## src/rtl/nia_pkg.sv

```systemverilog
package nia_pkg;
  typedef enum logic [1:0] {
    SEL_ENABLE = 2'd0,
    SEL_EXCLVL = 2'd1,
    SEL_MASK   = 2'd2,
    SEL_NONE   = 2'd3
  } wr_sel_e;
endpackage

```

## src/rtl/nia_rst_sync.sv

```systemverilog
module nia_rst_sync #(
  parameter int STAGES = 2
) (
  input  logic clk,
  input  logic rst_n,
  output logic rst_n_sync
);
  logic [STAGES-1:0] chain_q;
  logic [STAGES-1:0] chain_d;

  always_comb begin
    chain_d = {chain_q[STAGES-2:0], 1'b1};
  end

  always_ff @(posedge clk or negedge rst_n) begin
    if (!rst_n) chain_q <= '0;
    else        chain_q <= chain_d;
  end

  assign rst_n_sync = chain_q[STAGES-1];
endmodule

```

## src/rtl/nia_accept_arb.sv

```systemverilog
module nia_accept_arb #(
  parameter int LVL_W = 3
) (
  input  logic             ie,
  input  logic             exl,
  input  logic [LVL_W-1:0] mask,
  input  logic [LVL_W-1:0] req_lvl,
  input  logic             stack_full,
  output logic             accept,
  output logic [LVL_W-1:0] acc_lvl
);
  logic open_gate;
  logic outranks;

  always_comb begin
    open_gate = ie && !exl && !stack_full;
    // Level 0 can never exceed any mask, so no separate test is needed.
    outranks  = (req_lvl > mask);
    accept    = open_gate && outranks;
    acc_lvl   = req_lvl;
  end
endmodule

```

## src/rtl/nia_level_stack.sv

```systemverilog
module nia_level_stack #(
  parameter int LVL_W = 3,
  parameter int DEPTH = 8
) (
  input  logic             clk,
  input  logic             rst_n,
  input  logic             push,
  input  logic             pop,
  input  logic [LVL_W-1:0] din,
  output logic [LVL_W-1:0] dout,
  output logic             empty,
  output logic             full
);
  localparam int PTR_W = (DEPTH > 1) ? $clog2(DEPTH) : 1;
  localparam int CNT_W = $clog2(DEPTH + 1);

  logic [LVL_W-1:0] mem_q [DEPTH];
  logic [CNT_W-1:0] cnt_q;
  logic [CNT_W-1:0] cnt_d;
  logic [PTR_W-1:0] wr_idx;
  logic [PTR_W-1:0] rd_idx;
  logic             do_push;
  logic             do_pop;

  always_comb begin
    empty   = (cnt_q == '0);
    full    = (cnt_q == CNT_W'(DEPTH));
    do_push = push && !full;
    do_pop  = pop && !empty;
    wr_idx  = cnt_q[PTR_W-1:0];
    rd_idx  = cnt_q[PTR_W-1:0] - PTR_W'(1);
    dout    = mem_q[rd_idx];
    cnt_d   = cnt_q;
    if (do_push)     cnt_d = cnt_q + CNT_W'(1);
    else if (do_pop) cnt_d = cnt_q - CNT_W'(1);
  end

  always_ff @(posedge clk or negedge rst_n) begin
    if (!rst_n) cnt_q <= '0;
    else        cnt_q <= cnt_d;
  end

  // Storage carries no reset: an entry is only read after it was written.
  always_ff @(posedge clk) begin
    if (do_push) mem_q[wr_idx] <= din;
  end
endmodule

```

## src/rtl/nia_ctrl_regs.sv

```systemverilog
module nia_ctrl_regs
  import nia_pkg::*;
#(
  parameter int LVL_W = 3
) (
  input  logic             clk,
  input  logic             rst_n,
  input  logic             wr_en,
  input  logic [1:0]       wr_addr,
  input  logic [LVL_W-1:0] wr_data,
  input  logic             accept,
  input  logic [LVL_W-1:0] acc_lvl,
  input  logic             eret,
  input  logic [LVL_W-1:0] pop_lvl,
  input  logic             stack_empty,
  output logic             pop,
  output logic             ie,
  output logic             exl,
  output logic [LVL_W-1:0] mask,
  output logic             err
);
  logic             ie_q,   ie_d;
  logic             exl_q,  exl_d;
  logic [LVL_W-1:0] mask_q, mask_d;
  logic             err_q,  err_d;
  logic             wr_ie, wr_exl, wr_mask;
  logic             ret_live, ret_idle;

  always_comb begin
    wr_ie    = wr_en && (wr_addr == SEL_ENABLE);
    wr_exl   = wr_en && (wr_addr == SEL_EXCLVL);
    wr_mask  = wr_en && (wr_addr == SEL_MASK);
    ret_live = eret && exl_q;
    ret_idle = eret && !exl_q;
    pop      = ret_live && !stack_empty;

    ie_d = ie_q;
    if (wr_ie) ie_d = wr_data[0];

    // Hardware events take priority over software writes.
    exl_d = exl_q;
    if (accept)        exl_d = 1'b1;
    else if (ret_live) exl_d = 1'b0;
    else if (wr_exl)   exl_d = wr_data[0];

    mask_d = mask_q;
    if (accept)       mask_d = acc_lvl;
    else if (pop)     mask_d = pop_lvl;
    else if (wr_mask) mask_d = wr_data;

    err_d = err_q || (ret_idle && stack_empty);
  end

  always_ff @(posedge clk or negedge rst_n) begin
    if (!rst_n) begin
      ie_q   <= 1'b0;
      exl_q  <= 1'b0;
      mask_q <= '0;
      err_q  <= 1'b0;
    end else begin
      ie_q   <= ie_d;
      exl_q  <= exl_d;
      mask_q <= mask_d;
      err_q  <= err_d;
    end
  end

  assign ie   = ie_q;
  assign exl  = exl_q;
  assign mask = mask_q;
  assign err  = err_q;
endmodule

```

## src/rtl/nest_irq_accept.sv

```systemverilog
module nest_irq_accept #(
  parameter int LVL_W       = 3,
  parameter int STACK_DEPTH = 8
) (
  input  logic             clk,
  input  logic             rst_n,
  input  logic             wr_en_i,
  input  logic [1:0]       wr_addr_i,
  input  logic [LVL_W-1:0] wr_data_i,
  input  logic             eret_i,
  input  logic [LVL_W-1:0] req_lvl_i,
  output logic             accept_o,
  output logic [LVL_W-1:0] accept_lvl_o,
  output logic             ie_o,
  output logic             exl_o,
  output logic [LVL_W-1:0] mask_o,
  output logic             err_o
);
  logic             rst_n_int;
  logic             stk_empty, stk_full, stk_pop;
  logic [LVL_W-1:0] stk_top;
  logic             acc;
  logic [LVL_W-1:0] acc_lvl;
  logic             ie, exl, err;
  logic [LVL_W-1:0] mask;

  nia_rst_sync #(.STAGES(2)) u_rst (
    .clk        (clk),
    .rst_n      (rst_n),
    .rst_n_sync (rst_n_int)
  );

  nia_accept_arb #(.LVL_W(LVL_W)) u_arb (
    .ie         (ie),
    .exl        (exl),
    .mask       (mask),
    .req_lvl    (req_lvl_i),
    .stack_full (stk_full),
    .accept     (acc),
    .acc_lvl    (acc_lvl)
  );

  nia_level_stack #(.LVL_W(LVL_W), .DEPTH(STACK_DEPTH)) u_stack (
    .clk   (clk),
    .rst_n (rst_n_int),
    .push  (acc),
    .pop   (stk_pop),
    .din   (mask),
    .dout  (stk_top),
    .empty (stk_empty),
    .full  (stk_full)
  );

  nia_ctrl_regs #(.LVL_W(LVL_W)) u_regs (
    .clk         (clk),
    .rst_n       (rst_n_int),
    .wr_en       (wr_en_i),
    .wr_addr     (wr_addr_i),
    .wr_data     (wr_data_i),
    .accept      (acc),
    .acc_lvl     (acc_lvl),
    .eret        (eret_i),
    .pop_lvl     (stk_top),
    .stack_empty (stk_empty),
    .pop         (stk_pop),
    .ie          (ie),
    .exl         (exl),
    .mask        (mask),
    .err         (err)
  );

  assign accept_o     = acc;
  assign accept_lvl_o = acc_lvl;
  assign ie_o         = ie;
  assign exl_o        = exl;
  assign mask_o       = mask;
  assign err_o        = err;
endmodule

```

## config.mk

```make
export PLATFORM = sky130hd
export DESIGN_NAME = nest_irq_accept
export DESIGN_NICKNAME = d
export VERILOG_FILES = /design/src/rtl/nia_pkg.sv /design/src/rtl/nia_rst_sync.sv /design/src/rtl/nia_accept_arb.sv /design/src/rtl/nia_level_stack.sv /design/src/rtl/nia_ctrl_regs.sv /design/src/rtl/nest_irq_accept.sv
export SDC_FILE = /design/constraint.sdc
export NUM_CORES = 1
export LEC_CHECK = 0
export BUFFER_PORTS_ARGS = -buffer_cell sky130_fd_sc_hd__buf_2
export CAP_MARGIN = 25
export CORE_AREA = 2 2 84 46
export CTS_CLUSTER_DIAMETER = 200
export DETAILED_ROUTE_END_ITERATION = 8
export DIE_AREA = 0 0 86 48
export PLACE_DENSITY = 0.78
export SLEW_MARGIN = 25
export SYNTH_ARGS = -nofsm -noshare
export SYNTH_HDL_FRONTEND = slang
export SYNTH_SLANG_ARGS = --single-unit
export TNS_END_PERCENT = 100
```

## constraint.sdc

```tcl
create_clock -name clk -period 1.8 [get_ports clk]
set_input_delay 0.27 -clock clk [delete_from_list [all_inputs] [get_ports clk]]
set_output_delay 0.27 -clock clk [all_outputs]
set_load 0.01 [all_outputs]
```

-- Word-level counts from Yosys, hierarchy flattened
Memory sizes are Yosys's and may differ from the RTL's.
Index checks and enable logic that the tools add are counted.
- magnitude comparators: 1
- equal/unequal tests: 3
- $add $sub $neg: 3
- reductions and logical operators: 21
- mux-type cells: 10
- operators by type and width (operator ; number):
    1-bit logical AND ; 12
    3-bit 2-to-1 mux ; 3
    4-bit 2-to-1 mux ; 2
    3-bit nonzero test ; 2
    1-bit 2-to-1 mux ; 5
    4-bit by 1-bit adder with 4-bit output (second input constant) ; 1
    4-bit == test (second input constant) ; 1
    4-bit zero test ; 1
    4-bit by 1-bit subtractor with 4-bit output (second input constant) ; 1
    3-bit > comparator ; 1
    1-bit zero test ; 3
    3-bit by 1-bit subtractor with 3-bit output (second input constant) ; 1
    2-bit by 1-bit == test with 1-bit output (second input constant) ; 1
    2-bit == test (second input constant) ; 1
    2-bit zero test ; 1
    2-bit nonzero test ; 1
    1-bit logical OR ; 1
- RAM bits: 24
- logic and storage cells: 45
- output and inout port bits: 10
- memories kept: 1
- flip-flop bits (word level): 12
- input port bits: 12
- memory list (memory ; depth ; bits a word ; rd ports ; clocked after Yosys merged registers in ; wr ports ; RTL line ; RTL):
    u_stack.mem_q ; 8 ; 3 ; 1 ; 0 ; 1 ; nia_level_stack.sv:17 ; logic [LVL_W-1:0] mem_q [DEPTH];

-- Longest topological paths before layout
- word-level depth: 7
- mapped depth: 12
- mapped depth without buffers: 11

-- Cells and area by module
A second synthesis with hierarchy kept.
- cell total of the unflattened synthesis: 135
- area total of the unflattened synthesis: 1811.7 um^2
- modules (own cells, without submodules) (module ; instances ; sequential area each (um^2) ; cells each ; area an instance (um^2)):
    nia_level_stack ; 1 ; 820.8 ; 85 ; 1318.8
    nia_ctrl_regs ; 1 ; 150.1 ; 32 ; 330.3
    nia_accept_arb ; 1 ; 0.0 ; 15 ; 108.9
    nia_rst_sync ; 1 ; 50.0 ; 3 ; 53.8

-- Least setup slack after synthesis
OpenSTA, ideal clock, no wires.
- path type: flip-flop to flip-flop
- start point: reg u_regs.mask_q[1] (netlist: u_regs.mask[1])
- end point: reg u_stack.cnt_q[3]
- library setup time: 0.080 ns
- path slack: -0.766 ns
- path buffers: 1
- required time: 1.720 ns
- stages on the path, launching flop included: 13
- period minus slack after synthesis: 2.566 ns
- arrival time: 2.486 ns
- path through: dfrtp_1 inv_1 ha_1 nor2b_1 o21a_1 o2111a_1 buf_6 inv_2 ha_1 a21o_1 a21oi_1 mux2i_1 xnor2_1
- word-level cells in the longest chain between the ends: 4
- elaborated cells on any way between the ends: 5
- those cells by class: 1 x order compare; 1 x mux; 3 x reduce/logical
- RTL lines (element ; RTL line ; RTL):
    start, declared ; nia_ctrl_regs.sv:24 ; logic [LVL_W-1:0] mask_q, mask_d;
    start signal, assigned ; nia_ctrl_regs.sv:63 ; mask_q <= mask_d;
    3-bit > comparator * ; nia_accept_arb.sv:18 ; outranks = (req_lvl > mask);
    1-bit logical AND * ; nia_accept_arb.sv:19 ; accept = open_gate && outranks;
    via accept_o ; nest_irq_accept.sv:12 ; output logic accept_o,
    1-bit logical AND * ; nia_level_stack.sv:28 ; do_push = push && !full;
    4-bit 2-to-1 mux / 2-bit nonzero test (equally long branches) ; - ;
    end signal, assigned ; nia_level_stack.sv:40 ; else cnt_q <= cnt_d;
    end, declared ; nia_level_stack.sv:18 ; logic [CNT_W-1:0] cnt_q;
The timed path passes the listed nets; every way through them passes the cells marked *.
A chain may end at the register's enable or synchronous reset.

-- Worst setup path after layout
- start point: reg u_regs.mask_q[1] (netlist: u_regs.mask[1])
- end point: reg u_stack.cnt_q[3]
- word-level cells in the longest chain between the ends: 4
- elaborated cells on any way between the ends: 5
- those cells by class: 1 x order compare; 1 x mux; 3 x reduce/logical
- RTL lines (element ; RTL line):
    3-bit > comparator * ; nia_accept_arb.sv:18
    1-bit logical AND * ; nia_accept_arb.sv:19
    1-bit logical AND * ; nia_level_stack.sv:28
    4-bit 2-to-1 mux / 2-bit nonzero test (equally long branches) ; -
Mark *: on every way between the ends. The rest lies on a longest branch, timed or not.

==> run_results.csv <==
group,metric,value,unit
outcome,outcome,"finished with violations",
outcome,failed_checks,"setup timing",
place,placed_area,2128,um2
routing,vias,1300,
synthesis,synth_xor_area_frac,0.02908,
synthesis,synthMuxAreaShare,0.09858,
final_layout,num_antenna_cells,0,
final_layout,multi_input_area,892.1,um2
timing,fin_ws,-0.6217,ns
final_layout,layout.nets,205,
setup_path,worstPathRequired,2.00,ns
setup_path,timing.rr.end,"u_stack.cnt_q[3]",
synthesis,synth-seq-cells,36,
timing,setup_viol,33,
clocking,clkTransAtPathRegs,0.07,ns
setup_path,crit_type,"reg2reg",
setup_path,cp_num_buf_inv,2,
timing,skew,0.001812,ns
floorplan,start_util,0.5311,
pwr,p_per_area,1802,nW/um2
synthesis,ys_warn_count,0,
clocking,cts_max_level,2,
floorplan,die_area,4128,um2
synthesis,syn_inst,133,
timing,finalSetupTns,-11.86,ns
global_routing,grt_max_degree,13,
timing,fmax,412.9,MHz
routing,drtIter0Drc,87,
setup_path,reg2reg_depth,11,
hold_path,hold_path.class,"reg2async",
routing,drt_wl_total,4.588,mm
place,numPortBuffers,21,
pwr,ir_drop,0.001148,V
routing,antenna_left,0,
place,place_inst,213,
synthesis,async_flop_share,0.3333,
setup_path,path_common_cell,"ha_4",
global_routing,gr-total-overflow,0,
pwr,p_leak,0.9868,nW
synthesis,synth_edf_count,24,
timing,slew_violations,0,
clocking,cts.path.max_buffers,2,
global_routing,grt_pass1_wl,6.748,mm
setup_path,critical_path.startpoint_type,"register",
final_layout,layout_commonest_cell,"buf_4",
synthesis,synth_compound_area_frac,0.08014,
synthesis,syn_area,1764,um2
global_routing,grt_pass1_vias,1221,
setup_path,crit_path_end_kind,"register",
floorplan,rows,15,
place,gp_congestion,0.8546,
floorplan,fp.dieW,86,um
final_layout,drive_above_1_share,0.5241,
setup_path,critical_path.max_stage_delay,0.41,ns
routing,wire_per_inst,20.03,um
synthesis,syn-num-nets,152,
floorplan,ioPinCount,22,
place,dp_slack,-0.5359,ns
synthesis,synth.avg_cell_area,13.26,um2
routing,drt-pass1-iter-count,4,
final_layout,final_cell_mix,"25 x buf_4, 24 x edfxtp_1, 20 x buf_2",
timing,layout_min_cycle_time,2.422,ns
clocking,cts_tree,"done",
timing,fin_crit_sh,1.345,
setup_path,cp_cell_sequence,"inv_2, ha_4, nor2b_4, o21a_1, o2111a_2, inv_8, ha_4, a21o_1, a21oi_2, mux2i_2, xnor2_1",
timing,finalHoldViolCount,0,
setup_path,r2r_start,"u_regs.mask[1]",
synthesis,synth_cell_types,39,
final_layout,syn2layout_area_growth,40.85,%
flow_run,drv_cap,0,
setup_path,cp_max_fo,4,
global_routing,antenna_found_initial,0,
setup_path,critPathArrivalTime,2.63,ns
synthesis,ys_seq_area_frac,0.5787,
final_layout,stdcell_area,2485,um2
synthesis,synth_top_family_by_area,"simple AND/OR/NAND/NOR gates",
synthesis,synth-simple-area-share,0.1135,
clocking,cts.sinks,36,
synthesis,synth_fa_ha_area_frac,0.05390,
final_layout,ff_latch_area,1025,um2
final_layout,fill_cells,191,
timing,rsz0062_at_grt,"yes",
setup_path,critPathTopFamily,"compound AO/OA/AOI/OAI gates",
clocking,clk_latency,0.29,ns
clocking,cts_made_buffers,5,
routing,route.detailed.drc,0,
global_routing,grt_use_total,0.2401,
routing,via_per_inst,5.677,
floorplan,die_h,48,um
clocking,cts-root-buf,"clkbuf_8",
place,place_hpwl,3.148,mm
setup_path,slowest_stage,"dfrtp_2",
pwr,power,4.478,mW
final_layout,instances_no_fill,229,
setup_path,r2r_slack,-0.62,ns
synthesis,synth_ff_type,"edfxtp_1",
floorplan,core-area,3322,um2
layout make-up:
type | count | area share
sequential | 36 | 0.4124
multi-input combinational | 83 | 0.3590
timing repair buffer | 53 | 0.1601
clock buffer | 6 | 0.02920
tap | 42 | 0.02115
inverter | 7 | 0.01360
clock inverter | 2 | 0.004532
layer usage:
layer	global-route usage	routed length [um]	up-vias
met3	0.05690	382	7
met5	0	0	-
met4	0.08571	66	0
met2	0.3674	2085	57
met1	0.3428	2053	634
li1	-	-	602
cells in the mapped netlist (all sizes together), types with 2 or more instances:
cell type	count	area share
edfxtp	24	0.41
dfrtp	12	0.17
mux2i	8	0.045
buf	7	0.029
inv	7	0.015
nand3	7	0.020
ha	6	0.043
nand2	6	0.013
nor2	6	0.014
mux2	4	0.028
nor2b	4	0.014
nor3	4	0.011
xnor2	4	0.020
nand3b	3	0.013
nor3b	3	0.013
o21ai	3	0.0085
a2111oi	2	0.0099
a21o	2	0.0092
a21oi	2	0.0057
a2bb2oi	2	0.0099
a31oi	2	0.0071
mux4	2	0.026
nand4	2	0.0071
o21a	2	0.0085
worst max-delay path by stage:
stage                         startpoint                   to  slack (ns)  cells after the start
after floorplan           u_regs.mask[1]     u_stack.cnt_q[3]       -0.53                     12
after global placement      req_lvl_i[1]  u_stack.mem_q[0][0]       -0.44                      9
after detailed placement    req_lvl_i[1]  u_stack.mem_q[4][2]       -0.54                      8
after CTS                 u_regs.mask[1]     u_stack.cnt_q[3]       -0.46                     11
after global routing      u_regs.mask[1]     u_stack.cnt_q[3]       -0.67                     11
final                     u_regs.mask[1]     u_stack.cnt_q[3]       -0.62                     11
state kept, by name, summed over array words and instances, names as in the netlist:
| name | count |
|---|---|
| u_rst.chain_q | 2 |
| u_regs.exl | 1 |
| u_stack.mem_q | 24 |
| u_regs.mask | 3 |
| u_regs.ie | 1 |
| u_regs.err | 1 |
| u_stack.cnt_q | 4 |
stage by stage:
stage	utilization	hold WS (ns)
floorplan	-	-0.02559
global placement	0.6407	0.05445
detailed placement	0.6407	0.05694
CTS	0.7273	0.2005
global route	0.7480	0.2263
finish	0.7480	0.1930
power breakdown:
part | internal, mW | leakage, nW | switching [mW]
clock | 0.268 | 0.0388 | 0.285
combinational | 1.30 | 0.597 | 1.44
sequential | 1.12 | 0.351 | 0.0705
timing repair:
action                                  4_1_cts  5_1_grt
resized for setup                            25       14
endpoints found under the setup margin       33       33
cloned                                        0        0
hold endpoints to repair                      2        0
pin swaps                                     6        4
hold buffers                                  1        0
buffers inserted                              6        3
worst reg2reg max path, cell delays in order, from the launching register on:
cell and delay [ns]:
dfrtp_2 0.41, inv_2 0.07, ha_4 0.20, nor2b_4 0.12
o21a_1 0.16, o2111a_2 0.30, inv_8 0.08, ha_4 0.18
a21o_1 0.16, a21oi_2 0.17, mux2i_2 0.31, xnor2_1 0.16
kinds of logic after synthesis:
group,Yosys count
buffers and inverters,14
other,1
xor gates and xnor gates,5
DFF,36
muxes,14
AOI/OAI and AO/OA,19
adders and majority gates,7
and+or+nand+nor,37
No activity file was read; power rests on OpenSTA's default activity.
